<file path="config.mk">
export PLATFORM = sky130hd
export DESIGN_NAME = spi_cs_master
export DESIGN_NICKNAME = d
export VERILOG_FILES = /design/src/rtl/spi_cs_pkg.sv /design/src/rtl/spi_cs_regs.sv /design/src/rtl/spi_cs_txbuf.sv /design/src/rtl/spi_cs_seq.sv /design/src/rtl/spi_cs_master.sv
export SDC_FILE = /design/constraint.sdc
export NUM_CORES = 1
export LEC_CHECK = 0
export BUFFER_PORTS_ARGS = -buffer_cell sky130_fd_sc_hd__buf_2
export CAP_MARGIN = 20
export CORE_UTILIZATION = 50
export CTS_BUF_LIST = sky130_fd_sc_hd__clkbuf_8
export DETAILED_ROUTE_END_ITERATION = 8
export HOLD_SLACK_MARGIN = 0.05
export PLACE_DENSITY_LB_ADDON = 0.12
export REMOVE_ABC_BUFFERS = 1
export SLEW_MARGIN = 10
export SYNTH_ARGS = -nofsm -noshare
export SYNTH_HDL_FRONTEND = slang
export SYNTH_SLANG_ARGS = --single-unit
</file>
<file path="constraint.sdc">
create_clock -name clk -period 3.35 [get_ports clk]
set_input_delay 0.8375 -clock clk [delete_from_list [all_inputs] [get_ports clk]]
set_output_delay 0.8375 -clock clk [all_outputs]
set_load 0.05 [all_outputs]
</file>
<file path="src/rtl/spi_cs_pkg.sv">
package spi_cs_pkg;
  localparam int CNT_W = 8;
  localparam int REG_W = 32;
  localparam int ADDR_W = 2;

  // register addresses
  localparam logic [ADDR_W-1:0] A_TIMING = 2'd0;
  localparam logic [ADDR_W-1:0] A_FORMAT = 2'd1;
  localparam logic [ADDR_W-1:0] A_CTRL = 2'd2;

  // field positions
  localparam int SETUP_LSB = 24;
  localparam int REL_LSB = 16;
  localparam int DIV_LSB = 0;
  localparam int WDLY_LSB = 8;
  localparam int TDIS_BIT = 18;
  localparam int KEEP_BIT = 0;
  localparam int WDEN_BIT = 1;
  localparam int MAST_BIT = 2;

  typedef enum logic [2:0] {
    ST_IDLE,
    ST_SETUP,
    ST_SHIFT,
    ST_REL,
    ST_GAP
  } seq_state_t;

  typedef struct packed {
    logic [CNT_W-1:0] setup;
    logic [CNT_W-1:0] release_cnt;
    logic [CNT_W-1:0] div;
    logic [CNT_W-1:0] wdelay;
    logic tdis;
    logic keep;
    logic wd_en;
    logic master;
  } cfg_t;
endpackage

</file>
<file path="src/rtl/spi_cs_regs.sv">
module spi_cs_regs
  import spi_cs_pkg::*;
(
  input  logic              clk,
  input  logic              rst,
  input  logic              wr_en,
  input  logic [ADDR_W-1:0] wr_addr,
  input  logic [REG_W-1:0]  wr_data,
  output cfg_t              cfg
);
  cfg_t cfg_q;

  always_ff @(posedge clk) begin
    if (rst) begin
      cfg_q <= '0;
      cfg_q.master <= 1'b1;
    end else if (wr_en) begin
      case (wr_addr)
        A_TIMING: begin
          cfg_q.setup <= wr_data[SETUP_LSB +: CNT_W];
          cfg_q.release_cnt <= wr_data[REL_LSB +: CNT_W];
        end
        A_FORMAT: begin
          cfg_q.div <= wr_data[DIV_LSB +: CNT_W];
          cfg_q.wdelay <= wr_data[WDLY_LSB +: CNT_W];
          cfg_q.tdis <= wr_data[TDIS_BIT];
        end
        A_CTRL: begin
          cfg_q.keep <= wr_data[KEEP_BIT];
          cfg_q.wd_en <= wr_data[WDEN_BIT];
          cfg_q.master <= wr_data[MAST_BIT];
        end
        default: ;
      endcase
    end
  end

  assign cfg = cfg_q;


  master_reset_chk: assert property (@(posedge clk) $past(rst) |-> cfg_q.master && !cfg_q.wd_en && !cfg_q.keep);
endmodule

</file>
<file path="src/rtl/spi_cs_txbuf.sv">
module spi_cs_txbuf #(
  parameter int DATA_W = 8
) (
  input  logic              clk,
  input  logic              rst,
  input  logic              push_valid,
  input  logic [DATA_W-1:0] push_data,
  input  logic              pop,
  output logic              full,
  output logic [DATA_W-1:0] data
);
  logic              full_q;
  logic [DATA_W-1:0] data_q;

  always_ff @(posedge clk) begin
    if (rst) begin
      full_q <= 1'b0;
      data_q <= '0;
    end else if (pop) begin
      full_q <= 1'b0;
    end else if (push_valid && !full_q) begin
      full_q <= 1'b1;
      data_q <= push_data;
    end
  end

  assign full = full_q;
  assign data = data_q;


  held_word_chk: assert property (@(posedge clk) disable iff (rst)
    full_q && !pop |=> full_q && $stable(data_q));
endmodule

</file>
<file path="src/rtl/spi_cs_seq.sv">
module spi_cs_seq
  import spi_cs_pkg::*;
#(
  parameter int DATA_W = 8
) (
  input  logic              clk,
  input  logic              rst,
  input  cfg_t              cfg,
  input  logic              word_ready,
  input  logic [DATA_W-1:0] word_data,
  output logic              word_take,
  input  logic              miso,
  output logic              sclk,
  output logic              mosi,
  output logic              cs_n,
  output logic [DATA_W-1:0] rx_data,
  output logic              rx_valid
);
  localparam int BIT_W = $clog2(DATA_W);
  localparam int CW = CNT_W + 1;
  localparam logic [BIT_W-1:0] LAST_BIT = BIT_W'(DATA_W - 1);

  seq_state_t        state_q;
  logic [CW-1:0]     cnt_q;
  logic [CNT_W-1:0]  pcnt_q;
  logic [BIT_W-1:0]  bit_q;
  logic [DATA_W-1:0] txsh_q, rxsh_q, rx_q;
  logic              cs_n_q, sclk_q, rxv_q;

  logic [CNT_W-1:0] div_eff, lo_len, hi_len, setup_eff, rel_eff;
  logic [CW-1:0]    gap_len;
  logic             gap_done, launch, word_end, chain;

  always_comb begin
    div_eff = (cfg.div < CNT_W'(2)) ? CNT_W'(2) : cfg.div;
    lo_len = div_eff >> 1;
    hi_len = div_eff - lo_len;
    setup_eff = cfg.tdis ? '0 : cfg.setup;
    rel_eff = cfg.tdis ? '0 : cfg.release_cnt;
    gap_len = CW'(2) + ((cfg.wd_en && cfg.master) ? CW'(cfg.wdelay) : CW'(0));
    gap_done = (state_q == ST_GAP) && (cnt_q == '0);
    launch = word_ready && ((state_q == ST_IDLE) || gap_done);
    word_end = (state_q == ST_SHIFT) && sclk_q && (pcnt_q == '0) && (bit_q == LAST_BIT);
    chain = word_end && cfg.keep && word_ready;
  end

  assign word_take = launch || chain;

  always_ff @(posedge clk) begin
    if (rst) begin
      state_q <= ST_IDLE;
      cnt_q <= '0;
      pcnt_q <= '0;
      bit_q <= '0;
      txsh_q <= '0;
      rxsh_q <= '0;
      rx_q <= '0;
      cs_n_q <= 1'b1;
      sclk_q <= 1'b0;
      rxv_q <= 1'b0;
    end else begin
      rxv_q <= 1'b0;
      if (launch) begin
        cs_n_q <= 1'b0;
        txsh_q <= word_data;
        bit_q <= '0;
        if (setup_eff == '0) begin
          state_q <= ST_SHIFT;
          pcnt_q <= lo_len - CNT_W'(1);
        end else begin
          state_q <= ST_SETUP;
          cnt_q <= CW'(setup_eff) - CW'(1);
        end
      end else begin
        case (state_q)
          ST_SETUP: begin
            if (cnt_q == '0) begin
              state_q <= ST_SHIFT;
              pcnt_q <= lo_len - CNT_W'(1);
            end else begin
              cnt_q <= cnt_q - CW'(1);
            end
          end
          ST_SHIFT: begin
            if (pcnt_q != '0) begin
              pcnt_q <= pcnt_q - CNT_W'(1);
            end else if (!sclk_q) begin
              sclk_q <= 1'b1;
              pcnt_q <= hi_len - CNT_W'(1);
              rxsh_q <= {rxsh_q[DATA_W-2:0], miso};
            end else begin
              sclk_q <= 1'b0;
              if (bit_q != LAST_BIT) begin
                bit_q <= bit_q + BIT_W'(1);
                txsh_q <= txsh_q << 1;
                pcnt_q <= lo_len - CNT_W'(1);
              end else begin
                rx_q <= rxsh_q;
                rxv_q <= 1'b1;
                if (chain) begin
                  txsh_q <= word_data;
                  bit_q <= '0;
                  pcnt_q <= lo_len - CNT_W'(1);
                end else if (rel_eff == '0) begin
                  cs_n_q <= 1'b1;
                  state_q <= ST_GAP;
                  cnt_q <= gap_len - CW'(1);
                end else begin
                  state_q <= ST_REL;
                  cnt_q <= CW'(rel_eff) - CW'(1);
                end
              end
            end
          end
          ST_REL: begin
            if (cnt_q == '0) begin
              cs_n_q <= 1'b1;
              state_q <= ST_GAP;
              cnt_q <= gap_len - CW'(1);
            end else begin
              cnt_q <= cnt_q - CW'(1);
            end
          end
          ST_GAP: begin
            if (cnt_q == '0) state_q <= ST_IDLE;
            else cnt_q <= cnt_q - CW'(1);
          end
          default: ;
        endcase
      end
    end
  end

  assign sclk = sclk_q;
  assign mosi = txsh_q[DATA_W-1];
  assign cs_n = cs_n_q;
  assign rx_data = rx_q;
  assign rx_valid = rxv_q;


  clock_inside_select_chk: assert property (@(posedge clk) disable iff (rst) sclk_q |-> !cs_n_q);

  rx_pulse_chk: assert property (@(posedge clk) disable iff (rst) rxv_q |=> !rxv_q);

  min_gap_chk: assert property (@(posedge clk) disable iff (rst) $rose(cs_n_q) |=> cs_n_q);

  setup_quiet_chk: assert property (@(posedge clk) disable iff (rst)
    (state_q == ST_SETUP) |-> !cs_n_q && !sclk_q);

  keep_low_chk: assert property (@(posedge clk) disable iff (rst) chain |=> !cs_n_q);

  release_quiet_chk: assert property (@(posedge clk) disable iff (rst)
    (state_q == ST_REL) |-> !cs_n_q && !sclk_q);
endmodule

</file>
<file path="src/rtl/spi_cs_master.sv">
module spi_cs_master
  import spi_cs_pkg::*;
#(
  parameter int DATA_W = 8
) (
  input  logic              clk,
  input  logic              rst,
  input  logic              reg_we,
  input  logic [ADDR_W-1:0] reg_addr,
  input  logic [REG_W-1:0]  reg_wdata,
  input  logic              tx_valid,
  input  logic [DATA_W-1:0] tx_data,
  output logic              tx_full,
  output logic [DATA_W-1:0] rx_data,
  output logic              rx_valid,
  output logic              spi_sclk,
  output logic              spi_mosi,
  input  logic              spi_miso,
  output logic              spi_cs_n
);
  cfg_t              cfg;
  logic              buf_full, take;
  logic [DATA_W-1:0] buf_data;

  spi_cs_regs u_regs (
    .clk(clk), .rst(rst), .wr_en(reg_we), .wr_addr(reg_addr),
    .wr_data(reg_wdata), .cfg(cfg)
  );

  spi_cs_txbuf #(.DATA_W(DATA_W)) u_buf (
    .clk(clk), .rst(rst), .push_valid(tx_valid), .push_data(tx_data),
    .pop(take), .full(buf_full), .data(buf_data)
  );

  spi_cs_seq #(.DATA_W(DATA_W)) u_seq (
    .clk(clk), .rst(rst), .cfg(cfg), .word_ready(buf_full),
    .word_data(buf_data), .word_take(take), .miso(spi_miso),
    .sclk(spi_sclk), .mosi(spi_mosi), .cs_n(spi_cs_n),
    .rx_data(rx_data), .rx_valid(rx_valid)
  );

  assign tx_full = buf_full;
endmodule

</file>
# ---- Word level (Yosys, flattened, before mapping)
# Cells that the tools add are included.
dict set report op_classes {
  n_reduce_logical 44
  eq_ne 21
  mux 51
  add_sub_neg 10
  bitwise 6
  n_lt_le_gt_ge 1
}
# cell count
set op_table {}
lappend op_table {{2-to-1 mux 8 bit} 17}
lappend op_table {{2-to-1 mux 9 bit} 9}
lappend op_table {{2-to-1 mux 3 bit} 11}
lappend op_table {{case mux 9 bit (3 select lines)} 1}
lappend op_table {{zero test 8 bit} 3}
lappend op_table {{inequality test 3 x 2 -> 1 bit (second input constant)} 6}
lappend op_table {{subtractor 8 x 1 -> 9 bit (second input constant)} 2}
lappend op_table {{subtractor 9 x 1 -> 9 bit (second input constant)} 2}
lappend op_table {{case mux 8 bit (2 select lines)} 1}
lappend op_table {{AND reduction 4 bit} 4}
lappend op_table {{subtractor 8 x 1 -> 8 bit (second input constant)} 2}
lappend op_table {{AND reduction 7 bit} 2}
lappend op_table {{case mux 3 bit (4 select lines)} 1}
lappend op_table {{adder 2 x 9 -> 9 bit (first input constant)} 1}
lappend op_table {{logical AND 1 bit} 9}
lappend op_table {{zero test 9 bit} 1}
lappend op_table {{2-to-1 mux 1 bit} 9}
lappend op_table {{inequality test 3 x 1 -> 1 bit (second input constant)} 3}
lappend op_table {{nonzero test 3 bit} 3}
lappend op_table {{less-than comparator 8 x 2 -> 1 bit (second input constant)} 1}
lappend op_table {{AND reduction 2 bit} 4}
lappend op_table {{AND reduction 8 bit} 1}
lappend op_table {{nonzero test 8 bit} 1}
lappend op_table {{subtractor 7 x 1 -> 8 bit (second input constant)} 1}
lappend op_table {{25 further kinds} 38}
dict set report totals {
  register_bits 95
  inputBits 47
  out_inout_bits 13
}

# ---- Logic depth before layout (Yosys ltp)
# Gate-level depths: netlist (run 1).
dict set report depth {
  ltp_word 12
  depth_mapped 14
  ltp_nobuf 14
}

# ---- Cells and area by module
# From an unflattened synthesis (run 1), not the netlist that was laid out.
dict set report hier_totals {
  hier_cells 689
  hier_area_um2 5945.7
}
# module cells_each n_inst area_per_inst_um2 seq_area_each_um2
set by_module_without_submodules {}
lappend by_module_without_submodules {spi_cs_seq 496 1 3943.8 1001.0}
lappend by_module_without_submodules {spi_cs_regs 155 1 1604.0 720.7}
lappend by_module_without_submodules {spi_cs_txbuf 38 1 397.9 180.2}

# ---- Worst setup path before layout (run 1)
# Ideal clock, no wire load.
dict set report synth_timing {
  path_kind {register to register}
  start {register u_regs.cfg_q, in the netlist u_regs.cfg[18]}
  end {register u_seq.pcnt_q[7]}
  setup_ns 0.132
  path_stages_with_launch 14
  arrival_ns 2.813
  t_required_ns 3.218
  path_slack_ns 0.405
  cell_sequence {dfxtp_1 -> inv_1 -> ha_1 -> or4b_2 -> nor3_1 -> nor2_1 -> inv_1 -> ha_1 -> a21oi_1 -> or4_1 -> o211ai_1 -> a221oi_1 -> mux2i_1 -> a211oi_2}
}
dict set report synth_via {
  elab_chain_cells 9
  elab_cells_between_ends 13
  cone_classes {add/sub: 3; order compare: 1; mux: 9}
}
# element line_no
set synth_rtl {}
lappend synth_rtl {{from (decl)} spi_cs_regs.sv:11} ;# cfg_t cfg_q;
lappend synth_rtl {{less-than comparator 8 x 2 -> 1 bit} spi_cs_seq.sv:35} ;# div_eff = (cfg.div < CNT_W'(2)) ? CNT_W'(2) : cfg.div;
lappend synth_rtl {{2-to-1 mux 8 bit *} spi_cs_seq.sv:35}
lappend synth_rtl {{branches (longest 6 deep; another with subtractor 8 x 7 -> 8 bit)} --}
lappend synth_rtl {{2-to-1 mux 8 bit *} spi_cs_seq.sv:63} ;# if (launch) begin
lappend synth_rtl {{to (signal assigned)} spi_cs_seq.sv:79} ;# pcnt_q <= lo_len - CNT_W'(1);
lappend synth_rtl {{to (signal assigned)} spi_cs_seq.sv:86} ;# pcnt_q <= pcnt_q - CNT_W'(1);
lappend synth_rtl {{to (signal assigned)} spi_cs_seq.sv:89} ;# pcnt_q <= hi_len - CNT_W'(1);
lappend synth_rtl {{to (decl)} spi_cs_seq.sv:25} ;# logic [CNT_W-1:0] pcnt_q;
# Mark *: on every way between the ends. The select of a mux whose other input is x is not followed.
# A chain may end at the register's enable or synchronous reset.

# ---- Final worst setup path (run 1)
dict set report layout_timing {
  start {register u_regs.cfg_q, in the netlist u_regs.cfg[18]}
  end {register u_seq.pcnt_q[6]}
}
# Same word-level chain as after synthesis.

==> results of run 1 <==
[repair_timing]
action / CTS / global route
gates resized for setup: 0 / 6
hold endpoints to repair: 0 / 0
setup buffers: 0 / 0
setup endpoints to repair: 0 / 5
[flip-flops by register name, summed over array words and instances (netlist names)]
signal and cells:
u_seq.cnt_q 9, u_seq.state_q 3, u_seq.txsh_q 8, u_seq.cs_n 1
u_seq.rx_data 8, u_seq.pcnt_q 8, u_regs.cfg 36, u_buf.full 1
u_buf.data 8, u_seq.rxsh_q 8, u_seq.bit_q 3, u_seq.rx_valid 1
u_seq.sclk 1
[power groups by stage]
stage                     Combinational, mW  Clock, mW  Sequential [mW]
after floorplan                       0.795          0             1.34
after global placement                 1.07          0             1.33
after detailed placement               1.09          0             1.34
after CTS                              1.10      0.872             1.31
after global routing                   1.23      0.917             1.33
final                                  1.12      0.855             1.32
[final cells by class]
class                   instances  area share, %
clock inverters                 6           1.46
clock buffers                   9           1.98
multi-input cells             573           56.0
well taps                     140           2.81
flip-flops and latches         95           30.5
repair buffers                 67           5.89
inverters                      23           1.38
[critical path, cell delays in order (launching register included)]
cell and delay [ns]:
sky130_fd_sc_hd__dfxtp_1 0.45, sky130_fd_sc_hd__inv_1 0.10, sky130_fd_sc_hd__ha_1 0.24, sky130_fd_sc_hd__or4b_4 0.24, sky130_fd_sc_hd__nor3_4 0.04, sky130_fd_sc_hd__nor2_2 0.21, sky130_fd_sc_hd__ha_1 0.22, sky130_fd_sc_hd__inv_1 0.06
sky130_fd_sc_hd__fa_1 0.41, sky130_fd_sc_hd__o21bai_1 0.19, sky130_fd_sc_hd__a21oi_2 0.09, sky130_fd_sc_hd__o21ai_0 0.15, sky130_fd_sc_hd__a21oi_1 0.11, sky130_fd_sc_hd__mux2i_1 0.12, sky130_fd_sc_hd__o31a_1 0.24
[through the flow]
stage	util [%]	area (um2)	worst slack, ns	hold WS [ns]
after floorplan	-	5450	0.412	0.426
after global placement	55.1	6000	0.239	0.439
after detailed placement	55.1	6000	0.0994	0.447
after CTS	57.1	6210	0.0751	0.462
after global routing	57.3	6240	0.101	0.481
final	57.3	6240	0.379	0.460
[cell families (layout without fill, tap and decap cells)]
family                     count (synthesis)  count (layout)  synth area share, %
adders and majority gates                 22              22                 5.02
xor gates and xnor gates                  28              28                 4.35
DFF                                       95              95                 33.7
AOI/OAI and AO/OA                        191             191                 22.4
muxes                                     10              10                 1.80
buffers and inverters                     67             105                 4.84
and+or+nand+nor                          322             322                 27.9
[placed cells by master, fill, tap and decap left out, drive strengths merged, types with 10 or more instances in the layout]
master and n:
buf 67, nor3 24, nor4 10, ha 21
o21ai 25, xor2 11, inv 26, nor2 46
nand2 159, a21oi 85, nand3 25, dfxtp 95
xnor2 17, a311oi 11
[metal layers]
metal / share of wire (%) / wire, um / GRT usage (%) / up-vias
met5: 0 / 0 / 0 / -
met4: 1.7 / 233 / 10.3 / 0
met3: 4.7 / 639 / 4.10 / 21
met2: 44 / 6070 / 38.5 / 143
met1: 49 / 6780 / 33.9 / 2390
li1: - / - / - / 2674
[how the worst max path moves through the flow]
stage | from | end | slack, ns | depth (start not counted)
2_1_floorplan | u_regs.cfg[18]$_SDFFE_PP0P_ | u_seq.pcnt_q[7]$_SDFFE_PP0P_ | 0.41 | 13
3_3_place_gp | u_regs.cfg[18]$_SDFFE_PP0P_ | u_seq.pcnt_q[6]$_SDFFE_PP0P_ | 0.24 | 14
3_5_place_dp | u_regs.cfg[18]$_SDFFE_PP0P_ | u_seq.pcnt_q[6]$_SDFFE_PP0P_ | 0.1 | 14
4_1_cts | u_regs.cfg[18]$_SDFFE_PP0P_ | u_seq.pcnt_q[6]$_SDFFE_PP0P_ | 0.08 | 14
5_1_grt | u_regs.cfg[18]$_SDFFE_PP0P_ | u_seq.pcnt_q[6]$_SDFFE_PP0P_ | 0.10 | 14
6_report | u_regs.cfg[18]$_SDFFE_PP0P_ | u_seq.pcnt_q[6]$_SDFFE_PP0P_ | 0.38 | 14
==> results by stage, run 1 <==
Min path:
- The worst hold path was traced through 2 stages.
- For hold timing, the worst endpoint is u_seq.rx_data[5]$_SDFFE_PP0P_.
- The path category of the worst min-delay check is reg2reg.
- The source of the worst hold timing path is u_seq.rx_data[5]$_SDFFE_PP0P_.

Setup path:
- The required time reported for the critical path endpoint is 3.64 ns.
- For the worst setup path, the data arrival time is 3.26 ns.
- STA classifies the critical path startpoint as a register.
- For flop-to-flop paths, the worst setup slack is roughly 0.38 ns.
- The worst setup path is captured at a register.
- In this run the critical register-to-register path is captured at u_seq.pcnt_q[6]$_SDFFE_PP0P_.
- The depth of the most critical reg-to-reg path is 14.
- Along the worst path, the maximum fanout reaches 6.
- The reg-to-reg startpoint is u_regs.cfg[18]$_SDFFE_PP0P_.
- The critical path is of the reg2reg type.

Global route:
- Across every metal layer, demand over resource in global routing totals 24.8%.
- The largest net degree at the start of global routing is 60.
- The via count of the first global-routing pass is 4899.
- The first global-routing pass estimated 23000 um of wire.
- The initial antenna violation count is 0.
- The total overflow left after global routing is 0.

Cells and area:
- The fraction of layout cells with a size suffix above 1 is 14.6%.
- The area taken by multi-input logic gates is 3490 um2.
- The area growth from synthesis to layout is 10.7%.
- The layout filler cell count is 1023.
- The net count of the finished layout is ~840.
- The count of inserted antenna diode cells is 0.
- In the final layout, flip-flops and latches occupy 1900 um2.
- The finished layout holds 913 standard cells, fillers aside.

Clock tree:
- In this run the deepest clock path goes through 2 buffers.
- At the later pin of the worst-skew pair, clock insertion delay measures 0.39 ns.
- The total number of clock tree sinks is between 90 and 100.
- The clock tree from TritonCTS is built.
- The quantity of hold-fixing buffers added after cts is 0.
- The post-CTS clock slew at the launch and capture registers of the worst setup and hold paths is 0.10 ns.
- The tree is rooted in a sky130_fd_sc_hd__clkbuf_8.
- The H-tree generated during clock tree synthesis spans 3 levels.
- The clock buffer count from CTS is 9.

Logic synthesis:
- The cell with the most instances after synthesis is sky130_fd_sc_hd__nand2_1.
- The top cell type by area accounts for 33.7% of the synthesized area.
- Synthesis produced 735 cells.
- After synthesis, flip-flops and latches occupy between 30 and 40% of the total area.
- The number of flops mapped to enable cells by yosys is 0.
- The number of different library cells in the post-synthesis netlist is 77.
- In the synthesized netlist, the cells that appear most often are 157 x sky130_fd_sc_hd__nand2_1, 95 x sky130_fd_sc_hd__dfxtp_1, 85 x sky130_fd_sc_hd__a21oi_1.
- The largest total area in the synthesized netlist belongs to sky130_fd_sc_hd__dfxtp_1.
- After synthesis, the cell types taking the most area are sky130_fd_sc_hd__dfxtp_1 34%, sky130_fd_sc_hd__nand2_1 10%, sky130_fd_sc_hd__a21oi_1 7.5%, sky130_fd_sc_hd__ha_1 4.7%, sky130_fd_sc_hd__nor2_1 3.0%.
- The total of warnings raised by yosys is 0.
- The average cell area after synthesis is around 7.7 um2.
- The post-synth design cell area is 5640 um2.
- In the synthesized netlist the async set-or-reset flop fraction comes to 0%.
- The most used flip-flop cell after synthesis is sky130_fd_sc_hd__dfxtp_1.
- The number of synthesized register bits is 95.

Floorplan:
- The die covers 11700 um2.
- Once the floorplan was initialized, standard cells occupied between 50 and 60% of the core.
- The die is approximately 110 um wide.
- Row generation in the floorplan step produced 38 rows.
- The core region area is 10900 um2.
- The chip height is 108 um.
- The number of ports placed on the die boundary is 60.

Placed design:
- Counting tap cells, the placed design contains a total of 898 instances.
- The congestion estimate from routability-driven global placement came to a little under 0.9.
- The number of buffer cells added on primary ports is a little under 60.
- The HPWL after detailed placement is 9980 um.

Timing:
- The max-slew violation count is 0.
- The portion of the clock cycle consumed by the worst path in the final layout is approximately nine tenths.
- Setup repair after global routing left no endpoint under its margin.
- The remaining max-slew budget at the tightest pin is 37.8%.
- Between clock sinks in the finished design, the worst skew comes to 0.0124 ns.
- For the finished layout, the period the worst path requires is 2.97 ns.
- The highest clock rate is 0.337 GHz.
- The total negative slack is 0 ns.
- The final hold violation count was 0.
- The total of endpoints with negative setup slack in the final report is 0.
- The pin slew with the least headroom to its limit is 0.929 ns.

Power:
- The clock power share is approximately a quarter.
- In this run the power density over the cells is 528 nW/um2.
- The analysis attributes to cell leakage a power of between 2 and 2.5 nW.
- Internal power comes to between 2 and 2.5 mW.
- Of the total power, the share spent switching nets is 36.9%.
- The sequential group share of total power is 39.9%.
- The total design power is 3.29 mW.
- The combinational group share of total power is roughly a third.
- The switching power is ~1.2 mW.
- The worst ir drop on vdd is 0.294 mV.

Routing:
- The detailed-routing iteration count for the pre-antenna-repair pass is 5.
- The detailed router finished its first iteration with 306 violations.
- The average via count per standard cell is 5.73.
- The number of DRC violations after detailed routing is 0.
- The count of vias placed by the detailed router is roughly 5200.
- The per-cell routed wire length is 15.0 um.
- The final layout contains routed wiring with a total length of 13700 um.
- The post-detailed-route count of antenna-violating nets is 0.

Job:
- The max-capacitance violation count is 0.

Outcome:
- The flow ran to the end, and the final reports show no timing, DRC or antenna violations.
(Power assumes the default switching activity.)
==> run 2: changes to the inputs <==
--- a/config.mk
+++ b/config.mk
@@ -8,10 +8,9 @@
 export BUFFER_PORTS_ARGS = -buffer_cell sky130_fd_sc_hd__buf_2
 export CAP_MARGIN = 20
 export CORE_UTILIZATION = 50
-export CTS_BUF_LIST = sky130_fd_sc_hd__clkbuf_8
 export DETAILED_ROUTE_END_ITERATION = 8
 export HOLD_SLACK_MARGIN = 0.05
-export PLACE_DENSITY_LB_ADDON = 0.12
+export PLACE_DENSITY = 0.8
 export REMOVE_ABC_BUFFERS = 1
 export SLEW_MARGIN = 10
 export SYNTH_ARGS = -nofsm -noshare
==> results by stage, run 2 (same netlist as run 1, synthesis figures left out) <==
Setup path:
- The arrival time at the worst endpoint is 3.45 ns (+0.19 ns).
- STA classifies the critical path endpoint as a register.
- The depth of the most critical reg-to-reg path was 13 (-1).
- The flop-to-flop setup slack is 0.14 ns (-0.24 ns).
- The critical path goes through inv_1 -> ha_1 -> or4b_2 -> nor3_2 -> nor2_1 -> inv_1 -> ha_1 -> a21oi_2 -> or4_1 -> o211ai_1 -> a221oi_1 -> mux2i_1 -> a211oi_2.
- The required time reported for the critical path endpoint is 3.60 ns (-0.04 ns).
- The longest individual stage delay on the worst path came to 0.65 ns (+0.20 ns).
- The type of origin of the critical path is a register.
- The largest fanout on the critical path is 6 (unchanged).
- On the critical path, the stage with the largest delay is an instance of sky130_fd_sc_hd__or4b_2.
- The worst reg2reg path endpoint is u_seq.pcnt_q[7]$_SDFFE_PP0P_.
- The reg-to-reg startpoint is u_regs.cfg[18]$_SDFFE_PP0P_.
- The type of the worst setup path is reg2reg.

Cells and area:
- The layout filler cell count came to 1002 (-2.1%).
- The count of inserted antenna diode cells came to 0 (unchanged).
- The fraction of layout cells with a size suffix above 1 came to 14.3% (-0.28 points).
- The area of all placed cells without fillers is 6160 um2 (-1.3%).
- The area taken by multi-input logic gates is 3470 um2 (-0.57%).
- The total area of sequential cells is 1900 um2 (unchanged).
- The library cells used most frequently in the layout, excluding fill and tap cells, are 157 x sky130_fd_sc_hd__nand2_1, 95 x sky130_fd_sc_hd__dfxtp_1, 83 x sky130_fd_sc_hd__a21oi_1.
- The most frequent standard cell in the layout excluding fill and tap cells is sky130_fd_sc_hd__nand2_1.
- Relative to the synthesized area, the layout overhead comes to 9.26%.
- The post-layout utilization of the core came to 56.6% (-0.76 points).
- The final instance count without filler cells is 914 (+0.11%).
- The flip-flop count of the largest register after layout is 36 (unchanged).
- The final net count is 838 (unchanged).

Timing:
- The portion of the clock cycle consumed by the worst path in the final layout is 95.8% (+7.1 points).
- The final hold violation count is 0 (unchanged).
- The highest clock rate is 0.312 GHz (-7.4%).
- The minimum clock period came to 3.21 ns (+0.236 ns).
- The pin slew with the least headroom to its limit was 0.742 ns (-0.187 ns).
- The max-slew violation count is 0 (unchanged).
- The total of endpoints with negative setup slack in the final report is 0 (unchanged).
- The remaining max-slew budget at the tightest pin is 50.2% (+12 points).
- The setup clock skew after layout is 0.0115 ns (-0.000925 ns).

Routing:
- The average via count per standard cell came to 5.96 (+4.2%).
- The per-cell routed wire length is 14.9 um (-0.62%).
- The post-detailed-route count of antenna-violating nets is 0 (unchanged).
- The detailed-routing iteration count for the pre-antenna-repair pass was 6 (+1).
- The count of vias placed by the detailed router came to 5451 (+4.3%).
- The total routed wirelength came to 13700 um (-0.51%).
- The number of DRC violations after detailed routing is 0 (unchanged).
- The first-iteration detailed-routing DRC count is 439 (+43%).

Global route:
- The combined global-route utilization of all metal layers is 25.5% (+0.67 points).
- The initial antenna violation count came to 1 (+1).
- The via count of the first global-routing pass is 5149 (+5.1%).
- The residual overflow from global routing is 0 (unchanged).
- The wire length of the first global-routing pass was 23700 um (+3.2%).
- The largest net degree at the start of global routing was 48 (-20%).

Floorplan:
- The number of rows in the core area is 38 (unchanged).
- The chip height was 108 um (unchanged).
- The starting density of the core is 51.8% (unchanged).
- The die span in x came to 108 um (unchanged).
- The number of ports placed on the die boundary is 60 (unchanged).
- The core region area is 10900 um2 (unchanged).
- The floorplan die area is 11700 um2 (unchanged).

Placed design:
- The global placement routability congestion is 1.01 (+14%).
- The total cell area at the placement stage was 5980 um2 (-0.29%).
- The HPWL after detailed placement was 10200 um (+2.4%).
- The number of buffer cells added on primary ports is 59 (unchanged).
- The post-placement cell count is 898 (unchanged).

Job:
- The max-capacitance violation count is 0 (unchanged).

Clock tree:
- The clock buffer count from CTS came to 9 (unchanged).
- The quantity of hold-fixing buffers added after cts is 0 (unchanged).
- The total number of clock tree sinks is 95 (unchanged).
- TritonCTS built the clock tree.
- The post-CTS clock slew at the launch and capture registers of the worst setup and hold paths is 0.09 ns (about the same).
- The tree is rooted in a sky130_fd_sc_hd__clkbuf_8.
- The number of buffers on the longest clock path is 2 (unchanged).
- The number of H-tree levels was 3 (unchanged).
- The clock insertion delay at the later pin of the skew report is 0.38 ns (about the same).

Min path:
- The worst min-delay path endpoint is u_seq.rx_data[4]$_SDFFE_PP0P_.
- The path category of the worst min-delay check is reg2reg.
- The worst hold path begins at u_seq.rx_data[4]$_SDFFE_PP0P_.
- The cell depth of the worst hold path is 2 (unchanged).

Outcome:
- The run finished with clean final reports.

Power:
- The worst ir drop on vdd was 0.470 mV (+60%).
- The power per unit of standard cell area is 502 nW/um2 (-4.8%).
- The leakage component of the power is 2.37 nW (-1.3%).
## run 2: critical path: cells and delay by family (launching register included)
kind / cells / cell delay, ns
AOI/OAI and AO/OA: 4 / 0.72
adders and majority gates: 2 / 0.46
buffers and inverters: 2 / 0.19
DFF: 1 / 0.38
muxes: 1 / 0.26
and+or+nand+nor: 4 / 1.08
## run 2: cell type report
type	instances	area share [%]
Multi-Input combinational cell	573	56.4
Sequential cell	95	30.9
Timing Repair Buffer	67	5.77
Tap cell	140	2.84
Clock buffer	10	2.07
Inverter	23	1.40
Clock inverter	6	0.610
## run 2: how the worst max path moves through the flow
stage	to	slack [ns]	from	depth (start not counted)
after floorplan	u_seq.pcnt_q[7]$_SDFFE_PP0P_	0.41	u_regs.cfg[18]$_SDFFE_PP0P_	13
after global placement	u_seq.pcnt_q[7]$_SDFFE_PP0P_	0.23	u_regs.cfg[18]$_SDFFE_PP0P_	13
after detailed placement	u_seq.pcnt_q[7]$_SDFFE_PP0P_	0.07	u_regs.cfg[18]$_SDFFE_PP0P_	13
after CTS	u_seq.pcnt_q[7]$_SDFFE_PP0P_	0.03	u_regs.cfg[18]$_SDFFE_PP0P_	13
after global routing	u_seq.pcnt_q[7]$_SDFFE_PP0P_	-0.02	u_regs.cfg[18]$_SDFFE_PP0P_	13
final	u_seq.pcnt_q[7]$_SDFFE_PP0P_	0.14	u_regs.cfg[18]$_SDFFE_PP0P_	13
## run 2: report_power, final
group	total (mW)	internal, mW	switching (mW)
combinational	1.10	0.430	0.666
clock	0.677	0.267	0.409
sequential	1.32	1.21	0.109
## run 2: repair_timing
action,in CTS,in global routing
setup buffers,0,0
resized for setup,0,3
setup endpoints to repair,0,4
## run 2: per-stage QoR
stage	power, mW	TNS [ns]	worst slack (ns)	hold WS, ns
after detailed placement	2.41	0	0.0750	0.448
final	3.09	0	0.142	0.460
after CTS	3.08	0	0.0295	0.461
after global routing	3.28	-0.0291	-0.0228	0.485
after floorplan	2.14	0	0.412	0.426
after global placement	2.38	0	0.235	0.440
## run 2: metal layers
layer	up-vias	wire, um	GRT usage (%)
li1	2671	-	-
met1	2579	6170	32.3
met3	32	872	7.41
met5	-	12	0
met2	167	6310	40.9
met4	2	286	9.00
==> run 3: changes to the inputs <==
==> constraint.sdc (replaced) <==
create_clock -name clk -period 4.1 [get_ports clk]
set_input_delay 1.025 -clock clk [delete_from_list [all_inputs] [get_ports clk]]
set_output_delay 1.025 -clock clk [all_outputs]
set_load 0.05 [all_outputs]
==> results by stage, run 3 (same netlist as run 1, synthesis figures left out) <==
Setup path:
- The most critical setup path has its startpoint at u_regs.cfg[18]$_SDFFE_PP0P_.
- STA classifies the critical path endpoint as a register.
- The reg-to-reg startpoint is u_regs.cfg[18]$_SDFFE_PP0P_.
- The arrival time at the worst endpoint is 3.56 ns (+0.11 ns).
- The required time reported for the critical path endpoint is 4.36 ns (+0.76 ns).
- The largest fanout on the critical path was 6 (unchanged).
- The type of the worst setup path is reg2reg.
- STA classifies the critical path startpoint as a register.

Timing:
- The minimum clock period is 3.30 ns (+0.0935 ns).
- The setup clock skew after layout is 0.00825 ns (-0.00321 ns).
- Setup repair after global routing left no endpoint under its margin.
- The highest clock rate is 0.303 GHz (-2.8%).
- The total of endpoints with negative setup slack in the final report was 0 (unchanged).
- The total negative slack is 0 ns (unchanged).
- The remaining max-slew budget at the tightest pin is 47.7% (-2.6 points).
- The pin slew with the least headroom to its limit is 0.785 ns (+0.0427 ns).
- The worst hold margin is 0.459 ns (-0.00160 ns).
- The final hold violation count came to 0 (unchanged).
- The max-slew violation count is 0 (unchanged).
- The portion of the clock cycle consumed by the worst path in the final layout is 80.5% (-15 points).

Floorplan:
- The starting density of the core is 51.8% (unchanged).
- The number of rows in the core area was 38 (unchanged).
- The number of ports placed on the die boundary is 60 (unchanged).
- The chip height is 108 um (unchanged).
- The die span in x was 108 um (unchanged).
- The floorplan die area came to 11700 um2 (unchanged).
- The core region area is 10900 um2 (unchanged).

Clock tree:
- The total number of clock tree sinks is 95 (unchanged).
- The clock insertion delay at the later pin of the skew report is 0.38 ns (about the same).
- The post-cts gate resize count came to 0 (unchanged).
- The post-CTS clock slew at the launch and capture registers of the worst setup and hold paths came to 0.09 ns (about the same).
- The number of H-tree levels is 3 (unchanged).
- The quantity of hold-fixing buffers added after cts is 0 (unchanged).
- The number of setup buffers added after CTS was 0 (unchanged).
- The number of buffers on the longest clock path is 2 (unchanged).
- The clock tree from TritonCTS is built.
- The root buffer cell chosen for the clock tree is sky130_fd_sc_hd__clkbuf_8.
- The clock buffer count from CTS is 9 (unchanged).

Placed design:
- The global placement routability congestion came to 0.926 (-7.9%).
- The post-placement cell count is 897 (-0.11%).
- The number of buffer cells added on primary ports is 59 (unchanged).
- The HPWL after detailed placement is 10100 um (-1.4%).

Global route:
- The largest net degree at the start of global routing came to 44 (-8.3%).
- The wire length of the first global-routing pass is 22800 um (-4.1%).
- The initial antenna violation count is 0 (-1).
- The combined global-route utilization of all metal layers is 24.4% (-1.0 points).
- The residual overflow from global routing is 0 (unchanged).
- The via count of the first global-routing pass is 4892 (-5.0%).

Cells and area:
- The final net count is 837 (-0.12%).
- The count of inserted antenna diode cells is 0 (unchanged).
- The fraction of layout cells with a size suffix above 1 is 13.7% (-0.61 points).
- The area growth from synthesis to layout is 8.88%.
- The flip-flop count of the largest register after layout was 36 (unchanged).
- Leaving out fill and tap cells, the most frequent cells in the layout are 157 x sky130_fd_sc_hd__nand2_1, 95 x sky130_fd_sc_hd__dfxtp_1, 85 x sky130_fd_sc_hd__a21oi_1.
- The final instance count without filler cells is 912 (-0.22%).
- The most frequent standard cell in the layout excluding fill and tap cells is sky130_fd_sc_hd__nand2_1.

Routing:
- The first-iteration detailed-routing DRC count was 434 (-1.1%).
- The post-detailed-route count of antenna-violating nets came to 0 (unchanged).
- The total routed wirelength came to 13600 um (-0.64%).
- The number of DRC violations after detailed routing is 0 (unchanged).
- The per-cell routed wire length is 14.9 um (-0.43%).
- The detailed-routing iteration count for the pre-antenna-repair pass came to 5 (-1).
- The average via count per standard cell is 5.88 (-1.5%).
- The count of vias placed by the detailed router is 5360 (-1.7%).

Power:
- The switching power share of the total is 37.7% (-0.61 points).
- The sequential group share of total power came to 42.8% (about the same).
- The power per unit of standard cell area is 411 nW/um2 (-18%).
- The leakage component of the power is 2.36 nW (-0.53%).
- The internal power component is 1.57 mW (-18%).
- The switching power is 0.950 mW (-20%).
- The clock power share is 22.1% (+0.2 points).
- The combinational group share of total power is 35.1% (-0.3 points).
- The worst ir drop on vdd is 0.296 mV (-37%).
- The total design power came to 2.52 mW (-19%).

Job:
- The max-capacitance violation count is 0 (unchanged).

Min path:
- In this run the most critical hold path is launched from u_regs.cfg[12]$_SDFFE_PP0P_.
- The path category of the worst min-delay check is reg2reg.

Outcome:
- The run finished with clean final reports.
[run 3: final timing paths]
| path | end | cells past startpoint | slack (ns) |
|---|---|---|---|
| max | u_seq.pcnt_q[7]$_SDFFE_PP0P_ | 13 | 0.80 |
| min | u_regs.cfg[12]$_SDFFE_PP0P_ | 2 | 0.46 |
| max reg2reg | u_seq.pcnt_q[7]$_SDFFE_PP0P_ | 13 | 0.80 |
| min reg2reg | u_regs.cfg[12]$_SDFFE_PP0P_ | 2 | 0.46 |
[run 3: metrics by stage]
step | util, % | setup WS (ns) | area, um2
floorplan | - | 1.16 | 5450
global placement | 54.9 | 0.992 | 5970
detailed placement | 54.9 | 0.863 | 5970
CTS | 56.4 | 0.831 | 6140
global route | 56.4 | 0.597 | 6140
finish | 56.4 | 0.799 | 6140
[run 3: per-layer routing]
metal,global-route usage [%],share of wire [%],vias up
met4,9.88,1.8,0
met5,0,0,-
li1,-,-,2668
met2,38.5,45,196
met1,32.4,46,2465
met3,5.06,6.8,31
[run 3: area by class of cell]
cell class / instances / area, um2
inverter: 23 / 86.3
tap: 140 / 175
sequential: 95 / 1900
clock buffer: 11 / 141
clock inverter: 4 / 22.5
multi-input combinational: 573 / 3460
fill: 1024 / 4750
timing repair buffer: 66 / 348
[run 3: critical path, cell delays in order, from the launching register on]
cell and delay (ns):
sky130_fd_sc_hd__dfxtp_1 0.37, sky130_fd_sc_hd__inv_1 0.11, sky130_fd_sc_hd__ha_1 0.21, sky130_fd_sc_hd__or4b_2 0.63
sky130_fd_sc_hd__nor3_1 0.22, sky130_fd_sc_hd__nor2_1 0.16, sky130_fd_sc_hd__inv_1 0.08, sky130_fd_sc_hd__ha_1 0.24
sky130_fd_sc_hd__a21oi_1 0.20, sky130_fd_sc_hd__or4_1 0.13, sky130_fd_sc_hd__o211ai_1 0.14, sky130_fd_sc_hd__a221oi_1 0.34
sky130_fd_sc_hd__mux2i_1 0.26, sky130_fd_sc_hd__a211oi_2 0.08
[run 3: power groups by stage]
| stage | clock network [mW] | registers [mW] | logic, mW |
|---|---|---|---|
| CTS | 0.570 | 1.08 | 0.874 |
| finish | 0.557 | 1.08 | 0.884 |
| global placement | 0 | 1.09 | 0.855 |
| detailed placement | 0 | 1.10 | 0.868 |
| floorplan | 0 | 1.10 | 0.650 |
| global route | 0.611 | 1.09 | 0.971 |
